## src/rtl/dual_timer.sv

```systemverilog
module dual_timer #(
  parameter int CW = 16,
  parameter int PW = 8
) (
  input  logic          clk,
  input  logic          rst_n,
  input  logic          ref_tick,
  input  logic          wr_en,
  input  logic [1:0]    wr_addr,
  input  logic [CW-1:0] wr_data,
  input  logic [1:0]    rd_addr,
  output logic [CW-1:0] rd_data,
  output logic [CW-1:0] count_a,
  output logic [CW-1:0] count_b,
  output logic          uf_a,
  output logic          uf_b
);
  localparam int NCH = 2;
  localparam int CTW = 8;

  logic [CTW-1:0] ctrl_q;
  logic [PW-1:0]  pre_q;
  logic           slow_tick;

  assign slow_tick = ref_tick && (pre_q == '1);

  always_ff @(posedge clk or negedge rst_n)
    if (!rst_n)        pre_q <= '0;
    else if (ref_tick) pre_q <= pre_q + 1'b1;

  always_ff @(posedge clk or negedge rst_n)
    if (!rst_n)                          ctrl_q <= '0;
    else if (wr_en && wr_addr == 2'd0)   ctrl_q <= wr_data[CTW-1:0];

  for (genvar g = 0; g < NCH; g++) begin : ch
    localparam int MODE_BIT = 4 + 2 * g;
    localparam int SEL_BIT  = 5 + 2 * g;
    logic [CW-1:0] cnt, ld;
    logic          uf, tick, load_wr;

    assign tick    = ctrl_q[SEL_BIT] ? ref_tick : slow_tick;
    assign load_wr = wr_en && (wr_addr == 2'(g + 1));

    always_ff @(posedge clk or negedge rst_n)
      if (!rst_n) begin
        cnt <= '0;
        ld  <= '0;
        uf  <= 1'b0;
      end else begin
        uf <= 1'b0;
        if (load_wr) begin
          ld  <= wr_data;
          cnt <= wr_data;
        end else if (tick) begin
          if (cnt == '0) begin
            uf  <= 1'b1;
            cnt <= ctrl_q[MODE_BIT] ? ld : '1;
          end else begin
            cnt <= cnt - 1'b1;
          end
        end
      end
  end

  assign count_a = ch[0].cnt;
  assign count_b = ch[1].cnt;
  assign uf_a    = ch[0].uf;
  assign uf_b    = ch[1].uf;

  always_comb
    case (rd_addr)
      2'd0:    rd_data = {{(CW-CTW){1'b0}}, ctrl_q};
      2'd1:    rd_data = ch[0].ld;
      2'd2:    rd_data = ch[1].ld;
      default: rd_data = '0;
    endcase
endmodule

```

## config.mk

```make
export PLATFORM = sky130hd
export DESIGN_NAME = dual_timer
export DESIGN_NICKNAME = d
export VERILOG_FILES = /design/src/rtl/dual_timer.sv
export SDC_FILE = /design/constraint.sdc
export NUM_CORES = 1
export LEC_CHECK = 0
export ABC_AREA = 1
export BUFFER_PORTS_ARGS = -buffer_cell sky130_fd_sc_hd__clkbuf_2
export CORE_ASPECT_RATIO = 1.2
export CORE_UTILIZATION = 28
export CTS_CLUSTER_DIAMETER = 150
export DETAILED_ROUTE_END_ITERATION = 10
export GPL_ROUTABILITY_DRIVEN = 0
export PLACE_DENSITY = 0.44
export SLEW_MARGIN = 20
export SYNTH_ARGS = -nofsm -noshare
export SYNTH_HDL_FRONTEND = slang
export SYNTH_SLANG_ARGS = --single-unit
```

## constraint.sdc

```tcl
create_clock -name clk -period 3.3 [get_ports clk]
set_input_delay 0.66 -clock clk [delete_from_list [all_inputs] [get_ports clk]]
set_output_delay 0.66 -clock clk [all_outputs]
set_load 0.05 [all_outputs]
```

# After elaboration in Yosys (flattened, before gate mapping)
# Cells that the tools add are included.
# totals
register_bits	82
latch_bits	0
ram_bits	0
rom_bits	0
wordCells	43
memories	0
# op_classes
add_sub_neg	3
multipliers	0
div	0
order_cmp	0
eq_ne	5
n_shift	0
n_mux	17
bitwise	0
n_reduce_logical	10
# op_table
operator	count
16-bit two-way mux	8
16-bit one-hot mux with 3 select lines	1
16-bit zero test	2
16-bit by 1-bit subtractor with 16-bit output, second input constant	2
8-bit by 1-bit adder with 8-bit output, second input constant	1
8-bit == test, second input constant	1
1-bit two-way mux	8
2-bit by 1-bit == test with 1-bit output, second input constant	2
2-bit == test, second input constant	2
1-bit logical AND	4
2-bit zero test	2
2-bit nonzero test	2

# Longest topological paths before layout
# logic_depth
ltp_word	5
mapped_depth	12
ltp_nobuf	12

# Least setup slack after synthesis
# No wires, ideal clock.
# synth_timing
path_kind	in2out
from	input port rd_addr[1]
to	output port rd_data[3]
arrival_time_ns	2.142
path_slack_ns	0.498
cell_stages	5
n_path_buf	2
path_cell_list	inv_1 -> or2_2 -> clkbuf_1 -> clkbuf_1 -> o221ai_1
# synth_via
elab_chain_len	2
# synth_rtl
item	line	source
from (decl)	11	input logic [1:0] rd_addr,
2-bit == test (tied with other cells)	71	case (rd_addr)
16-bit one-hot mux with 3 select lines (*)	71	
to (decl)	12	output logic [CW-1:0] rd_data,
# Every way passes the cells marked *; elsewhere a longest branch is shown, timed or not.

# Worst setup path after layout
# layout_timing
from	input port rd_addr[1]
to	output port rd_data[7]
# Same word-level chain as after synthesis.

==> impl_results.md <==
* Placed Area at 5440 um^2
* Final setup margin at 0.714 ns
* Setup CP Type: input pin to output port
* Share of cells above drive strength 1 at 18.6%
* Logic pwr share at 45.5%
* Die ar. at 18100 um^2
* FF+latch count, synth at 82
* Syn. warnings at 0
* RSZ-0062 raised after global routing: no
* H-tree lvl count at 3
* Final TNS setup at 0 ns
* Cell taking the most area after synthesis: dfrtp_1
* DR pass1 iterations at 7
* Dpl hpwl at roughly 11000 um
* Grt met3 use at 2.33%
* Worst EP required at ~2.6 ns
* All-Layer GR Usage at 17.0%
* Largest net degree at the start of global routing at 83
* Antenna Nets Post-Route at 0
* Most used cell, CP: clkbuf_2
* Antenna violations before repair at 0
* Ys flop type: dfrtp_1
* Mapped Nets at slightly below 700
* Final Hold Fails at 0
* Register area at 2050 um^2
* Setup-failing EPs final at 0
* Postcts setup bufs at 0
* P_int at 2.52 mW
* Routing usage on met1 at approximately a fifth
* Startpoint types: input pin
* Vias at 4452
* Die width at 123 um
* Worst-Skew Late Latency at between 0.3 and 0.4 ns
* Tmin final at 2.59 ns
* Period utilization at 78.4%
* Least-Margin Pin Slew at ~0.79 ns
* Nets at about 750
* Number of max-cap violations at 0
* LEAKAGE at around 2.9 nW
* Seq/Total Area, Yosys at 41.8%
* Max Clock Freq at 0.387 GHz
* Critical Path Sink Type: output port
* Post-Layout Inst Area at 5750 um^2
* DRT Wirelength at 14500 um
* GRT met2 Usage at 29.4%
* Final slew viol count at 0
* Initial drt markers at 221
* Num Clock Sinks at 82
* Switching pwr at 2.43 mW
* CTS Buf Count at 9
* Starting Density at 28.9%
* Synth area leaders: dfrtp_1 (42%), nand2_1 (11%), nor2_1 (7.0%)
* CP cell instances: clkbuf_2, inv_1, nand2_1, o221ai_1, clkbuf_2
* Clk pwr share at 21.4%
* Commonest cells in the netlist: nand2_1 (142), nor2_1 (91), dfrtp_1 (82), inv_1 (78), nand3_1 (56)
* Cell with the most instances after synthesis: nand2_1
* Sw frac at 49.1%
* Worst-path fanout max at 16
* CTS tree: done
* Register clock-pin slew on the reported worst setup and hold paths at 0.07 ns
* Power Total at 4.95 mW
* # hold bufs at CTS at 0
* PortBufs at 73
* Die height at around 150 um
* FP Rows at 52
* Mapped Area at ~4900 um^2
* Vias in the first global route at 4522
* Hold WC Path Type: input pin to async pin
* CTS Buffer Depth at 2
* Slowest CP cell: o221ai_1
* Maximum VDD drop at 240 uV
* CORE AREA at 17000 um^2
* GRT Residual Overflow at 0
* PD cells at 861 nW/um^2
* Synth-to-Final Area Change at 17.1%
* WL per Instance at about 15 um
* First-pass GRT wire length at 23700 um
* Multi-input gate area at about 2400 um^2
* Fillcell total at 1843
* Flop pwr share at 33.0%
* Root Driver: clkbuf_16
* Drc violations at 0
* Mapped Cells at 653
* Outcome: complete, no violations
* Cell variety after synth at 36
* GR peak layer: met2
* EDFF count, synth at 0
* Async SR Flop Fraction at 100%
* Setup WS pre-CTS at 0.713 ns
* Synthesized area per cell at 7.52 um^2
* Number of vias per cell at 4.74
* Worst rel slew slack at 47.5%
* Top cell type's share of synthesized area at 41.8%
* Slowest stage delay, CP at approximately 0.45 ns
* Worst EP arrival at 1.93 ns
* N_diodes at 0
* PostCTS Resize Cnt at 0
* I/O Pins at 74
* Clock skew at 0.0128 ns
## power by group through the flow
stage	registers [mW]	logic [mW]	clock network, mW
floorplan	2.15	1.18	0
global placement	1.65	2.27	0
CTS	1.64	2.28	1.09
global route	1.69	2.50	1.12
finish	1.64	2.25	1.06
detailed placement	1.66	2.27	0
## routing by layer
layer / vias up / wire length [um]
li1: 2262 / -
met1: 2089 / 6500
met2: 85 / 7390
met3: 16 / 460
met4: 0 / 188
met5: - / 0
## layout by cell type, fill, tap and decap left out, types with 2 or more instances in the layout
| cell type | synthesis | final |
|---|---|---|
| clkbuf_2 | 0 | 72 |
| inv_6 | 0 | 5 |
| nor3_1 | 5 | 5 |
| clkbuf_16 | 0 | 9 |
| inv_2 | 7 | 7 |
| o211ai_1 | 16 | 16 |
| ha_1 | 5 | 5 |
| nand3b_1 | 3 | 3 |
| buf_4 | 1 | 3 |
| o21ai_1 | 7 | 7 |
| o21bai_1 | 14 | 14 |
| xor2_1 | 13 | 13 |
| o22ai_1 | 8 | 8 |
| nand4_1 | 8 | 8 |
| a21oi_2 | 5 | 5 |
| nor2_4 | 5 | 5 |
| inv_1 | 78 | 78 |
| mux2_2 | 4 | 4 |
| nor2_1 | 91 | 91 |
| a21oi_1 | 22 | 22 |
| o221ai_1 | 8 | 8 |
| nand3_1 | 56 | 56 |
| nand2_1 | 142 | 142 |
| nand2_4 | 2 | 2 |
| xnor2_1 | 4 | 4 |
| dfrtp_1 | 82 | 82 |
| o21ai_0 | 27 | 27 |
| nand2_2 | 6 | 6 |
| nor2_2 | 9 | 9 |
## registers in the layout, indices dropped and copies added, names as in the netlist
register	cells
pre_q	8
count_b	16
uf_a	1
uf_b	1
ctrl_q	8
ch.ld	32
count_a	16
## final timing paths
check / start / endpoint / slack [ns] / cells after the start
hold reg to reg: pre_q[6]$_DFFE_PN0P_ / pre_q[6]$_DFFE_PN0P_ / 0.47 / 1
hold / removal: rst_n / pre_q[3]$_DFFE_PN0P_ / 0.37 / 1
setup reg to reg: pre_q[0]$_DFFE_PN0P_ / count_b[14]$_DFFE_PN0P_ / 1.28 / 10
setup / recovery: rd_addr[1] / rd_data[7] / 0.71 / 5
min in group clk: pre_q[6]$_DFFE_PN0P_ / pre_q[6]$_DFFE_PN0P_ / 0.47 / 1
max in group asynchronous: rst_n / ch[1].ld[10]$_DFFE_PN0P_ / 2.38 / 1
## cells by family after synthesis
group,after synthesis,synth area share (%)
buf+inv,107,9.32
simple gates,331,30.0
fa+ha+maj,5,1.27
xor+xnor,17,3.03
flops,82,41.8
compound gates,107,13.6
mux,4,0.917
## layout make-up
cell class | instances | area share, %
clock buffers | 9 | 3.92
clock inverters | 7 | 1.44
inverters | 86 | 5.64
multi-input cells | 464 | 41.8
flip-flops and latches | 82 | 35.7
well taps | 216 | 4.70
repair buffers | 76 | 6.86
## through the flow
| step | utilization (%) | hold WS, ns | std cells |
|---|---|---|---|
| after detailed placement | 32.0 | 0.457 | 924 |
| after floorplan | - | 0.364 | 653 |
| after global placement | 32.0 | 0.458 | 924 |
| after global routing | 33.9 | 0.443 | 940 |
| final | 33.9 | 0.368 | 940 |
| after CTS | 33.8 | 0.471 | 940 |
## critical path: cells and delay by family
kind	cells	cell delay, ns
compound gates	1	0.45
buf+inv	3	0.48
simple gates	1	0.33
Note: power is estimated with default switching activity, not from simulation.
